==> config.mk <==
export PLATFORM = sky130hd
export DESIGN_NAME = gseq_ctrl
export DESIGN_NICKNAME = d
export VERILOG_FILES = /design/src/rtl/gseq_pkg.sv /design/src/rtl/gseq_trig_sync.sv /design/src/rtl/gseq_fsm.sv /design/src/rtl/gseq_outdec.sv /design/src/rtl/gseq_ctrl.sv
export SDC_FILE = /design/constraint.sdc
export NUM_CORES = 1
export LEC_CHECK = 0
export BUFFER_PORTS_ARGS = -buffer_cell sky130_fd_sc_hd__buf_2
export CELL_PAD_IN_SITES_DETAIL_PLACEMENT = 0
export CELL_PAD_IN_SITES_GLOBAL_PLACEMENT = 1
export CORE_AREA = 2 2 39 41
export CTS_BUF_LIST = sky130_fd_sc_hd__clkbuf_16
export DETAILED_ROUTE_END_ITERATION = 10
export DIE_AREA = 0 0 41 43
export HOLD_SLACK_MARGIN = 0.05
export PLACE_DENSITY_LB_ADDON = 0.1
export SETUP_SLACK_MARGIN = 0.15
export SKIP_CTS_REPAIR_TIMING = 1
export SYNTH_ARGS = -nofsm -noshare
export SYNTH_HDL_FRONTEND = slang
export SYNTH_SLANG_ARGS = --single-unit
==> constraint.sdc <==
create_clock -name clk -period 1.7 [get_ports clk]
set_clock_uncertainty 0.15 [all_clocks]
set_input_delay 0.51 -clock clk [delete_from_list [all_inputs] [get_ports clk]]
set_output_delay 0.51 -clock clk [all_outputs]
set_load 0.005 [all_outputs]
==> src/rtl/gseq_pkg.sv <==
package gseq_pkg;

    typedef enum logic [2:0] {
        ST_IDLE  = 3'b000,
        ST_CFG   = 3'b001,
        ST_WAIT  = 3'b010,
        ST_PHRST = 3'b011,
        ST_RUN   = 3'b100
    } gseq_state_e;

    typedef struct packed {
        logic ce;
        logic we;
        logic sclr;
        logic ready;
    } gseq_ctl_t;

    function automatic logic state_enabled(gseq_state_e s);
        return (s != ST_IDLE);
    endfunction

    function automatic gseq_ctl_t ctl_decode(gseq_state_e s, logic clr_pend);
        gseq_ctl_t c;
        c.ce    = state_enabled(s);
        c.we    = (s == ST_CFG);
        c.sclr  = clr_pend;
        c.ready = (s == ST_RUN);
        return c;
    endfunction

endpackage

==> src/rtl/gseq_trig_sync.sv <==
module gseq_trig_sync #(
    parameter int STAGES = 2
) (
    input  logic clk,
    input  logic rst,
    input  logic din,
    output logic rise_o
);
    localparam int LAST = STAGES - 1;

    logic [STAGES-1:0] sh_q;
    logic              prev_q;

    always_ff @(posedge clk) begin
        if (rst) begin
            sh_q   <= '0;
            prev_q <= 1'b0;
        end else begin
            sh_q[0] <= din;
            for (int i = 1; i < STAGES; i++) begin
                sh_q[i] <= sh_q[i-1];
            end
            prev_q <= sh_q[LAST];
        end
    end

    assign rise_o = sh_q[LAST] & ~prev_q;

endmodule

==> src/rtl/gseq_fsm.sv <==
module gseq_fsm
    import gseq_pkg::*;
(
    input  logic        clk,
    input  logic        rst,
    input  logic        start_i,
    input  logic        stop_i,
    input  logic        cfg_i,
    input  logic        trig_rise,
    output gseq_state_e state_q,
    output logic        clr_q
);
    gseq_state_e nxt;

    always_comb begin
        nxt = state_q;
        unique case (state_q)
            ST_IDLE: begin
                if (cfg_i)        nxt = ST_CFG;
                else if (start_i) nxt = ST_WAIT;
            end
            ST_CFG: begin
                if (stop_i || !cfg_i) nxt = ST_IDLE;
            end
            ST_WAIT: begin
                if (stop_i)         nxt = ST_IDLE;
                else if (trig_rise) nxt = ST_PHRST;
            end
            ST_PHRST: begin
                nxt = stop_i ? ST_IDLE : ST_RUN;
            end
            ST_RUN: begin
                if (stop_i)         nxt = ST_IDLE;
                else if (trig_rise) nxt = ST_PHRST;
            end
            default: nxt = ST_IDLE;
        endcase
    end

    always_ff @(posedge clk) begin
        if (rst) begin
            state_q <= ST_IDLE;
            clr_q   <= 1'b0;
        end else begin
            state_q <= nxt;
            clr_q   <= (nxt == ST_PHRST) ||
                       (state_q == ST_IDLE && nxt == ST_WAIT);
        end
    end

endmodule

==> src/rtl/gseq_outdec.sv <==
module gseq_outdec
    import gseq_pkg::*;
(
    input  gseq_state_e state_i,
    input  logic        clr_i,
    output gseq_ctl_t   ctl_o
);
    always_comb begin
        ctl_o = ctl_decode(state_i, clr_i);
    end

endmodule

==> src/rtl/gseq_ctrl.sv <==
module gseq_ctrl
    import gseq_pkg::*;
#(
    parameter int SYNC_STAGES = 2
) (
    input  logic       clk,
    input  logic       rst,
    input  logic       start_i,
    input  logic       stop_i,
    input  logic       cfg_i,
    input  logic       trig_i,
    output logic       ce_o,
    output logic       we_o,
    output logic       sclr_o,
    output logic [2:0] state_o,
    output logic       ready_o
);
    logic        trig_rise;
    gseq_state_e st;
    logic        clr;
    gseq_ctl_t   ctl;

    gseq_trig_sync #(.STAGES(SYNC_STAGES)) u_sync (
        .clk    (clk),
        .rst    (rst),
        .din    (trig_i),
        .rise_o (trig_rise)
    );

    gseq_fsm u_fsm (
        .clk       (clk),
        .rst       (rst),
        .start_i   (start_i),
        .stop_i    (stop_i),
        .cfg_i     (cfg_i),
        .trig_rise (trig_rise),
        .state_q   (st),
        .clr_q     (clr)
    );

    gseq_outdec u_dec (
        .state_i (st),
        .clr_i   (clr),
        .ctl_o   (ctl)
    );

    assign ce_o    = ctl.ce;
    assign we_o    = ctl.we;
    assign sclr_o  = ctl.sclr;
    assign ready_o = ctl.ready;
    assign state_o = st;

endmodule

==> results of run 1 <==
==> metal layers <==
metal / global-route usage (%) / routed length [um]
met1: 12.7 / 327
met2: 13.4 / 328
met3: 6.28 / 68
met4: 8.00 / 5
met5: 0 / 0
==> power groups by stage <==
stage | clock network [uW] | logic, uW | registers (uW)
3_3_place_gp | 0 | 40.8 | 181
5_1_grt | 416 | 55.9 | 178
3_5_place_dp | 0 | 40.9 | 181
2_1_floorplan | 0 | 23.0 | 180
4_1_cts | 401 | 41.2 | 179
6_report | 392 | 49.2 | 177
==> synthesized netlist by cell type (all sizes together) <==
| library cell | count |
|---|---|
| buf | 2 |
| a211oi | 2 |
| nand4b | 1 |
| nor2b | 3 |
| o21ai | 2 |
| xor2 | 1 |
| dfxtp | 7 |
| nand2 | 1 |
| nand3 | 1 |
| a21oi | 2 |
| and4bb | 1 |
| or3b | 1 |
| or3 | 1 |
| nand3b | 1 |
| nor3b | 2 |
| nor2 | 3 |
| o21a | 1 |
| inv | 1 |
==> state kept, by name, summed over array words and instances, names as in the netlist <==
signal         flops
u_fsm.clr_q        1
u_sync.prev_q      1
u_sync.sh_q        2
u_fsm.state_q      3
==> kinds of logic after synthesis <==
| kind of cell | after synthesis |
|---|---|
| AOI/OAI and AO/OA | 7 |
| xor gates and xnor gates | 1 |
| buffers and inverters | 3 |
| DFF | 7 |
| and+or+nand+nor | 15 |
==> critical path, stage by stage (launching register included) <==
cell and delay [ps]:
dfxtp_4 350, or3_4 390, buf_6 120
==> final cells by class <==
class	instances	share of cell area, %
multi-input combinational	23	31.4
sequential	7	29.4
timing repair buffer	16	19.0
clock buffer	3	14.8
tap	16	3.95
clock inverter	1	0.741
inverter	1	0.741
==> stage by stage <==
stage	utilization, %	hold WS, ps	instances	cell area [um2]
2_1_floorplan	-	264	33	314
3_3_place_gp	28.4	282	61	393
3_5_place_dp	28.4	280	61	393
4_1_cts	34.1	295	65	472
5_1_grt	36.6	299	67	507
6_report	36.6	289	67	507
==> worst paths after layout <==
check | end | slack, ps
setup / recovery | ce_o | -40
hold / removal | u_sync.sh_q[1] | 290
setup reg to reg | u_fsm.clr_q | 180
hold reg to reg | u_sync.sh_q[1] | 290
==> results.yml, run 1 <==
final_layout:
  multi_input_area_um2: 159
  antenna_cells: 0
  register_area_um2: 149
  layout_common_cells: "buf_2 (11), buf_4 (4), dfxtp_1 (4)"
  fill_cells: 161
  final_common_cell: "buf_2"
  drive_gt1_share_pct: 49.0
  syn_to_final_growth_pct: 61.4
  nets: 58
timing:
  rsz0062_at_grt: "true"
  max_freq_ghz: 0.574
  fin_crit_ps: 1740
  worstMarginPinSlew_ps: 178
  fin_setup_tns_ps: -43.5
  relSlewSlack_pct: 88.1
  setup_viol: 1
  hold_viol: 0
  maxSlewViolCount: 0
  setup_slack_ps: -43.5
  period_share_pct: 103
clock_tree:
  clk_latency_ps: 230
  cts_root_buf: "clkbuf_16"
  clockBufferDepth: 2
  cts_inserted_buffers: 3
  clk_pin_slew_ps: 30
  cts_tree: "built"
  cts.sinks: 7
  htree_levels: 1
synthesis:
  synth-simple-area-share_pct: 32.7
  yosys.area.top_type: "dfxtp_1"
  ys_types: 19
  yosys_warnings: 0
  syn_nets: 39
  synth_xor_xnor_area_share_pct: 2.79
  synth_top_cell_area_share_pct: 44.6
  syn_avg_cell_area_um2: 9.52
  synthAdderAreaFrac_pct: 0
  postSynthCellCount: 33
  syn-cell-area_um2: 314
  yosys-mux-area-fraction_pct: 0
  ys_seq_elements: 7
  synthTopCellsByArea: "dfxtp_1 (45%), nor2b_1 (6.0%), a211oi_1 (4.8%)"
  synth_top_family_by_area: "simple AND/OR/NAND/NOR gates"
  seq_area_frac_synth_pct: 44.6
  synth_compound_area_share_pct: 13.5
die:
  io_pins: 13
  dieWidth_um: 41
  num_rows: 14
  start_util_pct: 22.7
  core_area_um2: 1380
  die_y_um: 43
  die-area_um2: 1760
setup_path:
  critPathRequiredTime_ps: 1040
  crit_start: "u_fsm.state_q[1]"
  reg2reg_depth: 3
  path_max_fanout: 5
  reg2reg_from: "u_fsm.state_q[1]"
  worst-setup-path-type: "reg2out"
  critPathLaunchType: "flop"
  end_kind: "output pin"
  arrival_ps: 1080
min_path:
  hold_start: "u_sync.sh_q[0]"
  min_path_type: "reg2reg"
  whs_path_depth: 1
job:
  max_cap_violations: 0
power:
  power_switching_uw: 112
  power_density_nw_per_um2: 1220
  power_uw: 618
  leakage_uw: 0.000235
  ir_worst_vdd_uv: 491
  combinationalPowerShare_pct: 8.0
  p_int_uw: 506
  p_clk_share_pct: 63.4
  power.sequential.fraction_pct: 28.7
  p_sw_share_pct: 18.1
route:
  wl_per_cell_um: 10.9
  drc: 0
  drt_pass1_iterations: 2
  drtAntennaViolNets: 0
  vias: 308
  drt_iter0_markers: 4
  vias_per_cell: 4.60
  wl_um: 730
placed_design:
  dp.final_hpwl_um: 555
  post-place-ws_ps: 153
  gp_congestion: 0.665
  portBuffers: 12
global_routing:
  grt_pass1_vias: 271
  grt_max_degree: 9
  grt_overflow: 0
  grtUsageTotal_pct: 10.7
  grt_pass1_wl_um: 1170
  antenna_found_initial: 0
outcome:
  status: "complete, but fails checks"
  violations: "setup timing"
Power figures use the tool's default switching activity.
==> inputs of run 2 (changes only) <==
--- a/config.mk
+++ b/config.mk
@@ -16,6 +16,7 @@
 export PLACE_DENSITY_LB_ADDON = 0.1
 export SETUP_SLACK_MARGIN = 0.15
 export SKIP_CTS_REPAIR_TIMING = 1
+export SLEW_MARGIN = 20
 export SYNTH_ARGS = -nofsm -noshare
 export SYNTH_HDL_FRONTEND = slang
 export SYNTH_SLANG_ARGS = --single-unit
==> constraint.sdc (replaced) <==
create_clock -name clk -period 1.9 [get_ports clk]
set_clock_uncertainty 0.15 [all_clocks]
set_input_delay 0.57 -clock clk [delete_from_list [all_inputs] [get_ports clk]]
set_output_delay 0.57 -clock clk [all_outputs]
set_load 0.005 [all_outputs]
==> run 2 against run 1 <==
The flow now finishes without violations; sequential power decreased by 9.6%; clock-buffer cell count unchanged; clock power shrank 9.2%; non-clock buffer count stayed put; critical path type unchanged; critical endpoint unchanged.
==> results.yml, run 2 (synthesis results as in run 1) <==
final_layout:
  final_common_cell: "buf_2"
  syn_to_final_growth_pct: 61.4
  layout_common_cells: "buf_2 (11), buf_4 (4), dfxtp_1 (4)"
  fill_cells: 153
  top_regs: "u_fsm.state_q (3), u_sync.sh_q (2)"
  antenna_cells: 0
  layout.cells.non_filler: 67
  top_register: "u_fsm.state_q"
  drive_gt1_share_pct: 49.0
  largest_register_ffs: 3
  nets: 58
global_routing:
  grt_pass1_wl_um: 1180
  grt_overflow: 0
  antenna_found_initial: 0
  grt_pass1_vias: 259
  grt_max_degree: 11
  grtUsageTotal_pct: 11.0
timing:
  max_freq_ghz: 0.552
  fin_hold_ws_ps: 297
  hold_viol: 0
  relSlewSlack_pct: 88.0
  setup_viol: 0
  rsz0062_at_grt: "true"
  setup_slack_ps: 87.2
  fin_setup_tns_ps: 0
  worstMarginPinSlew_ps: 179
  maxSlewViolCount: 0
  fin_crit_ps: 1810
  period_share_pct: 95.4
setup_path:
  slowest_delay_ps: 390
  worst-setup-path-type: "reg2out"
  crit_family: "simple AND/OR/NAND/NOR gates"
  critPathRequiredTime_ps: 1180
  cp_num_buf_inv: 1
  reg2reg_from: "u_fsm.state_q[1]"
  path_max_fanout: 7
  cp_slowest_cell: "or3_4"
  critPathLaunchType: "flop"
  crit_chain: "or3_4 > buf_6"
  crit_start: "u_fsm.state_q[1]"
  arrival_ps: 1090
  end_kind: "output pin"
power:
  power_density_nw_per_um2: 1110
  leakage_uw: 0.000235
  ir_worst_vdd_uv: 369
  power_uw: 561
min_path:
  hold_start: "u_sync.sh_q[0]"
  min_path_type: "reg2reg"
placed_design:
  gp_congestion: 0.602
  post-place-ws_ps: 274
  portBuffers: 12
  place_inst: 59
die:
  start_util_pct: 22.7
  dieWidth_um: 41
  io_pins: 13
  core_area_um2: 1380
  die-area_um2: 1760
  die_y_um: 43
  num_rows: 14
clock_tree:
  htree_levels: 1
  cts_tree: "built"
  clockBufferDepth: 2
  clk_latency_ps: 230
  cts.sinks: 7
  cts_inserted_buffers: 3
  cts_root_buf: "clkbuf_16"
  clk_pin_slew_ps: 40
route:
  drc: 0
  highest_layer: "met4"
  vias: 307
  wl_per_cell_um: 11.6
  vias_per_cell: 4.58
  wl_um: 775
  met2WireLength_um: 382
  met3_length_um: 64
  drtAntennaViolNets: 0
  drt_pass1_iterations: 4
  drt_iter0_markers: 2
  met1_length_um: 313
job:
  max_cap_violations: 0
outcome:
  status: "complete, no violations"
run 2: cell counts in the layout (fill, tap and decap cells not counted):
No cell type changed its count.
run 2: routing by layer:
layer,vias up,global-route usage [%]
li1,153,-
met3,4,3.14
met1,138,13.9
met4,0,12.0
met2,12,13.1
met5,-,0
run 2: final cells by class:
type	count	area, um2	share of cell area (%)
flip-flops and latches	7	149	29.4
multi-input cells	23	159	31.4
clock buffers	3	75.1	14.8
well taps	16	20.0	3.95
clock inverters	1	3.75	0.741
inverters	1	3.75	0.741
repair buffers	16	96.3	19.0
run 2: through the flow:
step           cell area [um2]  utilization, %
3_3_place_gp               378            27.3
6_report                   507            36.6
5_1_grt                    507            36.6
4_1_cts                    457            33.0
3_5_place_dp               378            27.3
2_1_floorplan              314               -
run 2: worst reg2reg max path: stages, from the launching register on:
cell and delay (ps):
dfxtp_4 350, or3_4 390, or3b_1 400, a21oi_1 120
run 2: report_power, final:
part           internal, uW  switching, uW  leakage, uW
logic                  27.3           17.2     0.000134
clock network           274           82.2    0.0000423
registers               153           6.57    0.0000593
run 2: final timing paths:
kind	to	slack, ps	cells after the start
hold / removal	u_sync.sh_q[1]	300	1
setup reg to reg	u_fsm.state_q[1]	410	3
hold reg to reg	u_sync.sh_q[1]	300	1
setup / recovery	ce_o	90	2
==> inputs of run 3 (changes only) <==
--- a/config.mk
+++ b/config.mk
@@ -8,10 +8,10 @@
 export BUFFER_PORTS_ARGS = -buffer_cell sky130_fd_sc_hd__buf_2
 export CELL_PAD_IN_SITES_DETAIL_PLACEMENT = 0
 export CELL_PAD_IN_SITES_GLOBAL_PLACEMENT = 1
-export CORE_AREA = 2 2 39 41
+export CORE_AREA = 10 10 47 49
 export CTS_BUF_LIST = sky130_fd_sc_hd__clkbuf_16
 export DETAILED_ROUTE_END_ITERATION = 10
-export DIE_AREA = 0 0 41 43
+export DIE_AREA = 0 0 57 59
 export HOLD_SLACK_MARGIN = 0.05
 export PLACE_DENSITY_LB_ADDON = 0.1
 export SETUP_SLACK_MARGIN = 0.15
@@ -19,4 +19,5 @@
 export SLEW_MARGIN = 20
 export SYNTH_ARGS = -nofsm -noshare
 export SYNTH_HDL_FRONTEND = slang
+export SYNTH_HIERARCHICAL = 1
 export SYNTH_SLANG_ARGS = --single-unit
==> run 3 against run 2 <==
First-iteration DRC count stayed put; largest cell class unchanged; synthesized cell count is 6.1% lower; power is 1.9% lower; critical path type unchanged; largest power group unchanged; sequential power hardly changed.
==> results.yml, run 3 <==
route:
  drtAntennaViolNets: 0
  vias_per_cell: 4.58
  drt_pass1_iterations: 2
  drt_iter0_markers: 2
  drc: 0
  wl_per_cell_um: 11.4
  vias: 293
  wl_um: 728
clock_tree:
  clk_pin_slew_ps: 40
  cts_inserted_buffers: 3
  clockBufferDepth: 2
  cts.sinks: 7
  htree_levels: 1
  cts_root_buf: "clkbuf_16"
  cts_tree: "built"
  clk_latency_ps: 230
synthesis:
  ys_seq_elements: 7
  syn-cell-area_um2: 297
  synth_ff_type: "dfxtp_1"
  synth_top_cell_area_share_pct: 47.3
  seq_area_frac_synth_pct: 47.3
  synth_edf_count: 0
  yosys_warnings: 6
  syn_nets: 37
  synthTopCellsByArea: "dfxtp_1 (47%), nor2b_1 (8.4%), o41ai_2 (5.5%)"
  yosysMostFrequentCell: "dfxtp_1"
  ys_async_sr_fraction_pct: 0
  postSynthCellCount: 31
  ys_types: 16
  yosys.area.top_type: "dfxtp_1"
  syn_avg_cell_area_um2: 9.57
  synthTopCellsByCount: "dfxtp_1 (7), nand2_1 (4), nor2b_1 (4)"
die:
  io_pins: 13
  core_area_um2: 1400
  start_util_pct: 21.2
  num_rows: 14
  die-area_um2: 3360
  dieWidth_um: 57
  die_y_um: 59
setup_path:
  path_max_fanout: 8
  reg2reg_slack_ps: 760
  critPathRequiredTime_ps: 1180
  crit_family: "flip-flops"
  crit_chain: "or3_1 > buf_2"
  reg2reg_depth: 3
  arrival_ps: 1050
  end_kind: "output pin"
  reg2reg_from: "u_fsm/state_q[1]"
  r2r-end: "u_fsm/clr_q"
  worst-setup-path-type: "reg2out"
  slowest_delay_ps: 360
  cp_slowest_cell: "dfxtp_4"
  cp_num_buf_inv: 1
  critPathLaunchType: "flop"
  crit_cells: 2
timing:
  hold_viol: 0
  worstMarginPinSlew_ps: 238
  setup_viol: 0
  max_freq_ghz: 0.566
  fin_crit_ps: 1770
  period_share_pct: 93.0
  maxSlewViolCount: 0
  relSlewSlack_pct: 83.9
  fin_setup_tns_ps: 0
  rsz0062_at_grt: "true"
global_routing:
  antenna_found_initial: 0
  grt_max_degree: 11
  grt_pass1_vias: 297
  grtUsageTotal_pct: 4.85
  grt_overflow: 0
  grt_pass1_wl_um: 1210
min_path:
  min_path_type: "reg2reg"
  hold_start: "u_sync/sh_q[0]"
  whs_path_depth: 1
  hold_end: "u_sync/sh_q[1]"
power:
  power_density_nw_per_um2: 1170
  leakage_uw: 0.000229
  ir_worst_vdd_uv: 455
job:
  max_cap_violations: 0
final_layout:
  antenna_cells: 0
  drive_gt1_share_pct: 45.8
  layout.cells.non_filler: 64
  final_common_cell: "buf_2"
  fill_cells: 154
  layout_common_cells: "buf_2 (12), nor2b_1 (4), nand2_1 (4), dfxtp_1 (4), clkbuf_16 (3)"
  largest_register_ffs: 3
  nets: 55
  design_area_um2: 469
  syn_to_final_growth_pct: 58.2
  top_regs: "u_fsm/state_q (3), u_sync/sh_q (2)"
  top_register: "u_fsm/state_q"
placed_design:
  dp.final_hpwl_um: 565
  place_inst: 58
  portBuffers: 12
  post_dp_cell_area_um2: 369
  gp_congestion: 0.647
outcome:
  status: "complete, no violations"
==> run 3: cell count changes in the layout (fill, tap and decap cells not counted), moves of 2 or more <==
cell and change:
nand2_1 +3, a211oi_1 -2, nor3_1 +2, o21ai_0 -2, buf_4 -2
==> run 3: final cells by class <==
cell class / count / area [um2] / share of cell area, %
repair buffers: 14 / 75.1 / 16.0
well taps: 16 / 20.0 / 4.27
clock inverters: 1 / 3.75 / 0.800
multi-input cells: 23 / 149 / 31.7
clock buffers: 3 / 75.1 / 16.0
flip-flops and latches: 7 / 146 / 31.2
==> run 3: cell families (layout without fill, tap and decap cells) <==
logic type | after synthesis | after routing | share of synthesized area (%)
AND/OR/NAND/NOR | 19 | 19 | 38.0
buffers and inverters | 1 | 18 | 2.53
AO/OA/AOI/OAI | 4 | 4 | 12.2
flip-flops | 7 | 7 | 47.3
==> run 3: worst max path at each step <==
stage / from / endpoint / slack (ps)
2_1_floorplan: u_fsm/state_q[0] / ce_o / 440
3_3_place_gp: u_fsm/state_q[0] / ce_o / 310
3_5_place_dp: u_fsm/state_q[0] / ce_o / 310
4_1_cts: u_fsm/state_q[0] / ce_o / 60
5_1_grt: u_fsm/state_q[1] / ce_o / 90
6_report: u_fsm/state_q[0] / ce_o / 130
==> run 3: power by group <==
part / switching [uW] / leakage, uW / internal, uW
clock: 77.2 / 0.0000423 / 273
sequential: 5.53 / 0.0000590 / 154
combinational: 17.6 / 0.000127 / 21.7
==> run 3: stage by stage <==
step	utilization [%]	worst slack, ps	hold slack, ps	total power (uW)
after floorplan	-	438	264	180
after global placement	26.3	314	299	199
after detailed placement	26.3	307	279	198
after CTS	32.0	62.4	291	552
after global routing	33.5	87.1	308	572
final	33.5	133	285	550
==> run 3: routing by layer <==
layer	vias to the layer above	part of all wire (%)	track usage (%)
li1	143	-	-
met1	136	43	4.30
met5	-	0	0
met3	2	10	4.08
met4	0	1.9	5.03
met2	12	45	6.51
